**config.mk**
```make
export PLATFORM = sky130hd
export DESIGN_NAME = reg_scoreboard
export DESIGN_NICKNAME = d
export VERILOG_FILES = /design/src/rtl/sb_pkg.sv /design/src/rtl/sb_exec_pipe.sv /design/src/rtl/sb_pend_table.sv /design/src/rtl/sb_event_ctr.sv /design/src/rtl/reg_scoreboard.sv
export SDC_FILE = /design/constraint.sdc
export NUM_CORES = 1
export LEC_CHECK = 0
export ABC_CLOCK_PERIOD_IN_PS = 4200
export BUFFER_PORTS_ARGS = -buffer_cell sky130_fd_sc_hd__buf_2
export CORE_UTILIZATION = 55
export CTS_CLUSTER_SIZE = 12
export DETAILED_ROUTE_END_ITERATION = 16
export PLACE_DENSITY = 0.78
export REMOVE_ABC_BUFFERS = 1
export SYNTH_ARGS = -nofsm -noshare
export SYNTH_HDL_FRONTEND = slang
export SYNTH_HIERARCHICAL = 1
export SYNTH_SLANG_ARGS = --single-unit
```
**constraint.sdc**
```tcl
create_clock -name clk -period 4.2 [get_ports clk]
set_input_delay 1.26 -clock clk [delete_from_list [all_inputs] [get_ports clk]]
set_output_delay 1.26 -clock clk [all_outputs]
set_load 0.05 [all_outputs]
```
**src/rtl/sb_pkg.sv**
```systemverilog
package sb_pkg;

  typedef enum logic [1:0] {
    UNIT_INT_EARLY = 2'd0,
    UNIT_INT_LATE  = 2'd1,
    UNIT_FP        = 2'd2,
    UNIT_FP_ALT    = 2'd3
  } unit_e;

  localparam logic [3:0] EVT_RA_STALL = 4'b1000;
  localparam logic [3:0] EVT_E1_STALL = 4'b0111;

  // execute stage (1-based) in which a unit's result becomes final
  function automatic int done_stage(input logic [1:0] u);
    case (u)
      UNIT_INT_EARLY: return 1;
      UNIT_INT_LATE:  return 2;
      default:        return 4;
    endcase
  endfunction

endpackage

```
**src/rtl/sb_exec_pipe.sv**
```systemverilog
module sb_exec_pipe
  import sb_pkg::*;
#(
  parameter int NREGS = 64,
  parameter int NSTG  = 4
) (
  input  logic             clk,
  input  logic             rst,
  input  logic             hold,
  input  logic             in_vld,
  input  logic [1:0]       in_unit,
  input  logic [NREGS-1:0] in_dst,
  input  logic [NREGS-1:0] in_sdata,
  output logic             e1_vld,
  output logic [NREGS-1:0] e1_sdata,
  output logic [NREGS-1:0] clr_mask
);

  logic             vld_q  [NSTG];
  logic [1:0]       unit_q [NSTG];
  logic [NREGS-1:0] dst_q  [NSTG];
  logic [NREGS-1:0] sdata_q;

  // first execute stage: holds while a store waits for its data
  always_ff @(posedge clk) begin
    if (rst) begin
      vld_q[0] <= 1'b0;
      sdata_q  <= '0;
    end else if (!hold) begin
      vld_q[0] <= in_vld;
      sdata_q  <= in_vld ? in_sdata : '0;
    end
    if (!hold) begin
      unit_q[0] <= in_unit;
      dst_q[0]  <= in_dst;
    end
  end

  // later stages always advance; stage 2 takes a bubble during a hold
  for (genvar k = 1; k < NSTG; k++) begin : g_stage
    localparam bit TAKES_BUBBLE = (k == 1);
    always_ff @(posedge clk) begin
      if (rst) vld_q[k] <= 1'b0;
      else     vld_q[k] <= vld_q[k-1] & ~(hold & TAKES_BUBBLE);
      unit_q[k] <= unit_q[k-1];
      dst_q[k]  <= dst_q[k-1];
    end
  end

  always_comb begin
    clr_mask = '0;
    for (int k = 0; k < NSTG; k++) begin
      if (vld_q[k] && (done_stage(unit_q[k]) == k + 1)) clr_mask |= dst_q[k];
    end
  end

  assign e1_vld   = vld_q[0];
  assign e1_sdata = sdata_q;

endmodule

```
**src/rtl/sb_pend_table.sv**
```systemverilog
module sb_pend_table #(
  parameter int NREGS = 64
) (
  input  logic             clk,
  input  logic             rst,
  input  logic             set_en,
  input  logic [NREGS-1:0] set_mask,
  input  logic [NREGS-1:0] clr_mask,
  input  logic [NREGS-1:0] ra_mask,
  input  logic [NREGS-1:0] e1_mask,
  output logic [NREGS-1:0] pend,
  output logic             ra_hit,
  output logic             e1_hit
);

  logic [NREGS-1:0] pend_q;

  always_ff @(posedge clk) begin
    if (rst) pend_q <= '0;
    else     pend_q <= (pend_q & ~clr_mask) | (set_en ? set_mask : '0);
  end

  assign pend   = pend_q;
  assign ra_hit = |(pend_q & ra_mask);
  assign e1_hit = |(pend_q & e1_mask);

endmodule

```
**src/rtl/sb_event_ctr.sv**
```systemverilog
module sb_event_ctr
  import sb_pkg::*;
#(
  parameter int               CNT_W    = 16,
  parameter logic [CNT_W-1:0] CNT_INIT = '1
) (
  input  logic             clk,
  input  logic             rst,
  input  logic [3:0]       cfg,
  input  logic             ev_ra,
  input  logic             ev_e1,
  output logic [CNT_W-1:0] cnt
);

  logic dec;

  assign dec = ((cfg == EVT_RA_STALL) && ev_ra) || ((cfg == EVT_E1_STALL) && ev_e1);

  always_ff @(posedge clk) begin
    if (rst)      cnt <= CNT_INIT;
    else if (dec) cnt <= cnt - 1'b1;
  end

endmodule

```
**src/rtl/reg_scoreboard.sv**
```systemverilog
module reg_scoreboard #(
  parameter int               NREGS    = 64,
  parameter int               NSTG     = 4,
  parameter int               NCNT     = 2,
  parameter int               CNT_W    = 16,
  parameter logic [CNT_W-1:0] CNT_INIT = '1
) (
  input  logic                       clk,
  input  logic                       rst,
  input  logic                       ra_valid,
  input  logic [NREGS-1:0]           ra_src,
  input  logic [NREGS-1:0]           ra_dst,
  input  logic [1:0]                 ra_unit,
  input  logic [NREGS-1:0]           ra_sdata,
  input  logic [NCNT-1:0][3:0]       ev_cfg,
  output logic                       stall_ra,
  output logic                       stall_e1,
  output logic                       ra_issue,
  output logic [NCNT-1:0][CNT_W-1:0] ev_cnt
);

  logic [NREGS-1:0] pend;
  logic [NREGS-1:0] clr_mask;
  logic [NREGS-1:0] e1_sdata;
  logic             e1_vld;
  logic             ra_hit;
  logic             e1_hit;

  sb_exec_pipe #(.NREGS(NREGS), .NSTG(NSTG)) u_pipe (
    .clk      (clk),
    .rst      (rst),
    .hold     (stall_e1),
    .in_vld   (ra_issue),
    .in_unit  (ra_unit),
    .in_dst   (ra_dst),
    .in_sdata (ra_sdata),
    .e1_vld   (e1_vld),
    .e1_sdata (e1_sdata),
    .clr_mask (clr_mask)
  );

  sb_pend_table #(.NREGS(NREGS)) u_pend (
    .clk      (clk),
    .rst      (rst),
    .set_en   (ra_issue),
    .set_mask (ra_dst),
    .clr_mask (clr_mask),
    .ra_mask  (ra_src | ra_dst),
    .e1_mask  (e1_sdata),
    .pend     (pend),
    .ra_hit   (ra_hit),
    .e1_hit   (e1_hit)
  );

  assign stall_e1 = e1_vld & e1_hit;
  assign stall_ra = ra_valid & (ra_hit | stall_e1);
  assign ra_issue = ra_valid & ~ra_hit & ~stall_e1;

  for (genvar c = 0; c < NCNT; c++) begin : g_ctr
    sb_event_ctr #(.CNT_W(CNT_W), .CNT_INIT(CNT_INIT)) u_ctr (
      .clk   (clk),
      .rst   (rst),
      .cfg   (ev_cfg[c]),
      .ev_ra (stall_ra),
      .ev_e1 (stall_e1),
      .cnt   (ev_cnt[c])
    );
  end

endmodule

```
==> results_dict.tcl, run 1 <==
set metrics [dict create \
    avgViaCountPerCell 5.72 \
    synth_cell_types 47 \
    fin_crit_ns 4.73 \
    clkTransAtPathRegs_ns 0.06 \
    report.final.hold_viol_count 0 \
    min_to "u_pipe/dst_q[3][19]$_DFF_P_" \
    slew_headroom_pct 37.0 \
    path_delay_family "simple AND/OR/NAND/NOR gates" \
    grt_pass1_wl_um 54600 \
    drt_iter0_drc 736 \
    hpwl_um 22000 \
    grt_pass1_vias 10500 \
    ys_warn_count 6 \
    slowest_delay_ns 0.64 \
    wl_per_cell_um 18.7 \
    placementRows 58 \
    synth_ff_type "dfxtp_1" \
    dieHeight_um 163 \
    clock_latency_ns 0.53 \
    min_from "u_pipe/dst_q[2][19]$_DFF_P_" \
    crit_path_top_delay_cell "or4_4" \
    synthTopCellsByArea "dfxtp_1 (50%), edfxtp_1 (14%), a22o_1 (5.9%)" \
    p_leak_uw 0.00732 \
    layout_common_cells "dfxtp_1 (357), buf_2 (230), a22o_1 (95)" \
    end_kind "output port" \
    initial_core_util_pct 56.3 \
    startpoint_type "input pin" \
    hold_class "reg -> reg" \
    synth-edff-count 67 \
    rsz0062_at_grt "true" \
    p_per_area_nw_per_um2 601 \
    port_buffers 239 \
    clockBufferDepth 3 \
    fillers 1777 \
    root_buffer "clkbuf_16" \
    hold_depth 0 \
    synth_area_leader_cell "dfxtp_1" \
    wirelength_um 34700 \
    ys_seq_area_share_pct 64.5 \
    h-tree-depth 2 \
    synthesis.area_um2 14300 \
    numCtsBuffers 43 \
    arrival_ns 3.47 \
    cts_tree "done" \
    crit_chain "buf_6, or2_4, a22o_1, a221oi_2, nand4_1, or4_4, a21oi_4, and2_4, buf_12" \
    drc_errors 0 \
    r2r-start "u_pend/pend[28]$_SDFF_PP0_" \
    ioPinCount 240 \
    slew_violations 0 \
    detail_route.first_pass.iterations 5 \
    cp.required_ns 2.94 \
    finalSetupViolCount 2 \
    antenna_found_initial 0 \
    via_count 10600 \
    synthArstFlopShare_pct 0 \
    fin_crit_sh_pct 113 \
    grt_max_degree 65 \
    timing.rr.end "u_pend/pend[46]$_SDFF_PP0_" \
    fmax_ghz 0.212 \
    ir_worst_vdd_uv 436 \
    pre_cts_slack_ns -0.719 \
    core_area_um2 25300 \
    maxCapViolCount 0 \
    path_buf_inv 2 \
    ys_seq_elements 426 \
    fin_util_pct 70.3 \
    clock_skew_ns 0.0178 \
    areaGrowthSynthToFinish_pct 24.8 \
    synth_top_area_share_pct 50.4 \
    drive_gt1_share_pct 32.5 \
    crit_type "in -> out" \
    reg2reg_slack_ns 0.77 \
    avgSynthCellArea_um2 12.1 \
    synthCells 1177 \
    rr_worst_depth 10 \
    status "finished, violations left" \
    finalNetCount 1692 \
    final_common_cell "dfxtp_1" \
    violations "setup timing" \
    layout_setup_ws_ns -0.527 \
    grt_use_total_pct 26.1 \
    gp_routability_congestion 0.840 \
    crit_fanout 2 \
    ant_nets 0 \
    hold_buffers 0 \
    clock_sink_count 426 \
    gr-total-overflow 0 \
    die_area_um2 26600 \
    die_w_um 163 \
    worstMarginPinSlew_ns 0.945 \
]
-- timing repair --
item | CTS | global route
resized for setup | 30 | 14
endpoints found under the setup margin | 2 | 3
pin swaps | 11 | 10
buffers inserted | 1 | 0
endpoints found under the hold margin | 0 | 0
-- cells in the mapped netlist (3+ instances only) --
master,count
nand2b_1,67
nor3_1,6
a221oi_1,28
inv_1,8
or3_1,8
buf_1,3
buf_6,7
nor2_1,16
nor4_1,8
dfxtp_1,359
and3_1,64
a221o_1,64
nand2_1,68
a22o_1,96
nor2b_1,18
buf_4,7
a221oi_2,4
o21ai_0,4
edfxtp_1,67
nand3_1,14
or4_2,6
mux2i_1,14
buf_2,19
a21oi_1,64
o31ai_1,10
or2_2,66
clkbuf_1,28
nand4_1,8
or4_1,16
-- routing by layer --
| metal | global-route usage [%] | up-vias | routed length [um] |
|---|---|---|---|
| li1 | - | 4993 | - |
| met1 | 33.9 | 5147 | 14900 |
| met4 | 7.86 | 0 | 560 |
| met5 | 0 | - | 0 |
| met2 | 44.4 | 402 | 16900 |
| met3 | 4.67 | 32 | 2330 |
-- how the worst max path moves through the flow --
| stage | startpoint | end | slack, ns | depth (start not counted) |
|---|---|---|---|---|
| final | ra_src[12] | ra_issue | -0.53 | 9 |
| after global routing | ra_src[18] | ra_issue | -0.57 | 10 |
| after floorplan | ra_dst[29] | u_pipe/vld_q[0][0]$_DFFE_PP_ | -2.65 | 8 |
| after global placement | ra_dst[13] | ra_issue | -0.66 | 9 |
| after detailed placement | ra_dst[13] | ra_issue | -0.72 | 9 |
| after CTS | ra_src[54] | stall_ra | -0.45 | 11 |
-- logic make-up (layout without fill, tap and decap cells) --
logic type,count (synthesis),after routing,synth area share (%)
xor+xnor,2,2,0.123
flops,426,426,64.5
other cells,0,1,0
compound gates,273,273,15.6
buf+inv,76,418,2.74
simple gates,382,382,15.7
mux,16,16,1.14
fa+ha+maj,2,2,0.175
-- cell type report --
class	count	area, um^2	area share, %
Inverter	10	38.8	0.218
Antenna cell	1	2.50	0.0141
Tap cell	330	413	2.32
Sequential cell	426	9200	51.7
Clock inverter	4	41.3	0.232
Clock buffer	75	1260	7.07
Multi-Input combinational cell	675	4860	27.3
Timing Repair Buffer	329	1990	11.2
-- per-stage QoR --
stage                     std cells  cell area, um^2  TNS, ns  total power [uW]  hold slack [ns]
after floorplan                1111            13900  -193.23              6070            0.310
after global routing           1849            17800    -1.13             11100            0.318
after detailed placement       1769            16300   -55.44              6960            0.312
after global placement         1769            16300   -45.39              6890            0.310
after CTS                      1849            17700   -0.889             10700            0.314
final                          1850            17800    -1.04             10700            0.313
-- state kept, by name (all words and copies together), names as in the netlist --
signal / count
g_ctr.u_ctr/cnt: 32
u_pend/pend: 64
u_pipe/vld_q: 4
u_pipe/e1_sdata: 64
u_pipe/unit_q: 6
u_pipe/dst_q: 256
-- power breakdown --
group	switching [uW]	internal (uW)	leakage [uW]
Combinational	1200	983	0.00301
Sequential	318	4650	0.00368
Clock	1510	2030	0.000624
Total	3030	7670	0.00732
Note: power is estimated with default switching activity, not from simulation.
==> run 2: changes to the inputs <==
--- a/config.mk
+++ b/config.mk
@@ -5,12 +5,13 @@
 export SDC_FILE = /design/constraint.sdc
 export NUM_CORES = 1
 export LEC_CHECK = 0
-export ABC_CLOCK_PERIOD_IN_PS = 4200
+export ABC_AREA = 1
+export ABC_CLOCK_PERIOD_IN_PS = 5240
 export BUFFER_PORTS_ARGS = -buffer_cell sky130_fd_sc_hd__buf_2
-export CORE_UTILIZATION = 55
+export CORE_UTILIZATION = 56
 export CTS_CLUSTER_SIZE = 12
 export DETAILED_ROUTE_END_ITERATION = 16
-export PLACE_DENSITY = 0.78
+export PLACE_DENSITY = 0.79
 export REMOVE_ABC_BUFFERS = 1
 export SYNTH_ARGS = -nofsm -noshare
 export SYNTH_HDL_FRONTEND = slang
==> constraint.sdc (replaced) <==
create_clock -name clk -period 5.24 [get_ports clk]
set_input_delay 1.572 -clock clk [delete_from_list [all_inputs] [get_ports clk]]
set_output_delay 1.572 -clock clk [all_outputs]
set_load 0.05 [all_outputs]
==> results_dict.tcl, run 2 <==
set metrics [dict create \
    grt_use_total_pct 26.0 \
    ioPinCount 240 \
    clock_sink_count 426 \
    grt_pass1_wl_um 59600 \
    slew_violations 0 \
    fin_util_pct 67.3 \
    cts_setup_buffers 0 \
    post_cts_resized 0 \
    hold_class "reg -> reg" \
    clock_skew_ns 0.0124 \
    final_common_cell "nand2_1" \
    crit_type "in -> out" \
    regMostFlops "u_pipe/dst_q" \
    placementRows 60 \
    worstMarginPinSlew_ns 0.870 \
    p_total_uw 8540 \
    synth_top_area_share_pct 45.8 \
    drive_gt1_share_pct 20.2 \
    crit_fanout 3 \
    wl_per_cell_um 15.5 \
    ant_nets 0 \
    synth_cell_types 30 \
    slowest_delay_ns 0.31 \
    clkTransAtPathRegs_ns 0.06 \
    wirelength_um 37300 \
    detail_route.first_pass.iterations 5 \
    grt_max_degree 66 \
    layout_common_cells "nand2_1 (494), dfxtp_1 (357), buf_2 (238)" \
    avgSynthCellArea_um2 8.90 \
    end_kind "output port" \
    die_w_um 169 \
    layout_setup_ws_ns 0.248 \
    ys_seq_area_share_pct 58.6 \
    h-tree-depth 2 \
    via_count 12400 \
    ys_seq_elements 426 \
    crit_chain "buf_2, or2_1, nand2_1, nand4_1, nor2_1, nand2_1, nor2_1, nand2_1, inv_2, nand2_2, nor2_4, buf_2" \
    finalSetupViolCount 0 \
    finalSetupTns_ns 0 \
    rsz0062_at_grt "false" \
    crit_start "ra_dst[7]" \
    drc_errors 0 \
    fin_crit_ns 4.99 \
    crit_path_end "ra_issue" \
    report.final.hold_viol_count 0 \
    grt_pass1_vias 12100 \
    status "complete, no violations" \
    largest_reg_flops 256 \
    r2r-start "u_pend/pend[7]$_SDFF_PP0_" \
    initial_core_util_pct 57.6 \
    synth-edff-count 67 \
    gr-total-overflow 0 \
    maxCapViolCount 0 \
    drt_iter0_drc 853 \
    clockBufferDepth 3 \
    fmax_ghz 0.200 \
    numCtsBuffers 44 \
    areaGrowthSynthToFinish_pct 16.9 \
    root_buffer "clkbuf_16" \
    timing.rr.end "u_pipe/e1_sdata[2]$_SDFFE_PP0N_" \
    pre_cts_slack_ns 0.272 \
    cpMostUsedCell "nand2_1" \
    ys_warn_count 6 \
    hpwl_um 23100 \
    reg2reg_slack_ns 2.14 \
    finalNetCount 2196 \
    synthArstFlopShare_pct 0 \
    antenna_found_initial 5 \
    synthMostInstantiatedCell "nand2_1" \
    die_area_um2 28700 \
    cp.required_ns 3.67 \
    rr_worst_depth 13 \
    clock_latency_ns 0.53 \
    p_leak_uw 0.00787 \
    fillers 2191 \
    synthTopCellsByArea "dfxtp_1 (46%), edfxtp_1 (13%), nand2_1 (12%)" \
    gp_routability_congestion 0.841 \
    hold_buffers 0 \
    cts_tree "done" \
    startpoint_type "input pin" \
    synthesis.area_um2 15700 \
    dieHeight_um 169 \
    slew_headroom_pct 42.0 \
    fin_hold_ws_ns 0.317 \
    synth_common_cells "nand2_1 (494), dfxtp_1 (359), inv_1 (193)" \
    arrival_ns 3.42 \
    synthCells 1764 \
    ir_worst_vdd_uv 344 \
    core_area_um2 27300 \
    port_buffers 239 \
    synth_area_leader_cell "dfxtp_1" \
    avgViaCountPerCell 5.17 \
    synth_ff_type "dfxtp_1" \
    fin_crit_sh_pct 95.3 \
    p_per_area_nw_per_um2 465 \
    crit_path_top_delay_cell "buf_2" \
]
-- run 2: cell count changes after synthesis, sizes merged, moves of 42 or more --
cell and delta:
o21ai +70, nor2 +42, nand2 +436, nand2b -67, a22o -96, inv +193, nand3 +169, nand4 +86
a221o -64, and3 -64
-- run 2: worst min-delay path by stage --
stage | cells past startpoint | slack (ns) | to | start
floorplan | 0 | 0.31 | u_pipe/dst_q[3][0]$_DFF_P_ | u_pipe/dst_q[2][0]$_DFF_P_
global placement | 0 | 0.31 | u_pipe/dst_q[3][51]$_DFF_P_ | u_pipe/dst_q[2][51]$_DFF_P_
detailed placement | 0 | 0.31 | u_pipe/dst_q[3][15]$_DFF_P_ | u_pipe/dst_q[2][15]$_DFF_P_
CTS | 0 | 0.32 | u_pipe/dst_q[3][40]$_DFF_P_ | u_pipe/dst_q[2][40]$_DFF_P_
global route | 0 | 0.33 | u_pipe/dst_q[3][24]$_DFF_P_ | u_pipe/dst_q[2][24]$_DFF_P_
finish | 0 | 0.32 | u_pipe/dst_q[3][40]$_DFF_P_ | u_pipe/dst_q[2][40]$_DFF_P_
-- run 2: metrics by stage --
| stage | instance area, um^2 | instances |
|---|---|---|
| floorplan | 15200 | 1691 |
| CTS | 18300 | 2397 |
| global placement | 17000 | 2315 |
| finish | 18400 | 2402 |
| detailed placement | 17000 | 2315 |
| global route | 18300 | 2400 |
-- run 2: report_power, final --
group	internal [uW]	switching, uW
clock	1770	1210
combinational	482	1120
sequential	3730	225
-- run 2: area by class of cell --
type / count / area, um^2 / share of cell area [%]
Sequential cell: 426 / 9200 / 50.1
Multi-Input combinational cell: 1064 / 5240 / 28.5
Antenna cell: 5 / 12.5 / 0.0682
Clock inverter: 8 / 97.6 / 0.532
Clock buffer: 74 / 1280 / 7.00
Tap cell: 372 / 465 / 2.54
Inverter: 201 / 756 / 4.12
Timing Repair Buffer: 252 / 1300 / 7.06
-- run 2: cells by family after synthesis --
family	count (synthesis)	synth area share, %
fa+ha+maj	2	0.159
buf+inv	274	8.17
compound gates	145	5.87
flops	426	58.6
simple gates	917	27.2
-- run 2: worst max-delay path, delay by kind of cell --
| kind | cells | cell delay, ns |
|---|---|---|
| buf+inv | 3 | 0.50 |
| simple gates | 9 | 1.34 |
-- run 2: layer usage --
metal  vias to the layer above  GRT usage (%)  share of wire (%)
li1                       6149              -                  -
met1                      5733           33.5                 44
met2                       459           44.1                 47
met3                        77           4.01                6.2
met4                         2           9.67                2.8
met5                         -              0              0.035
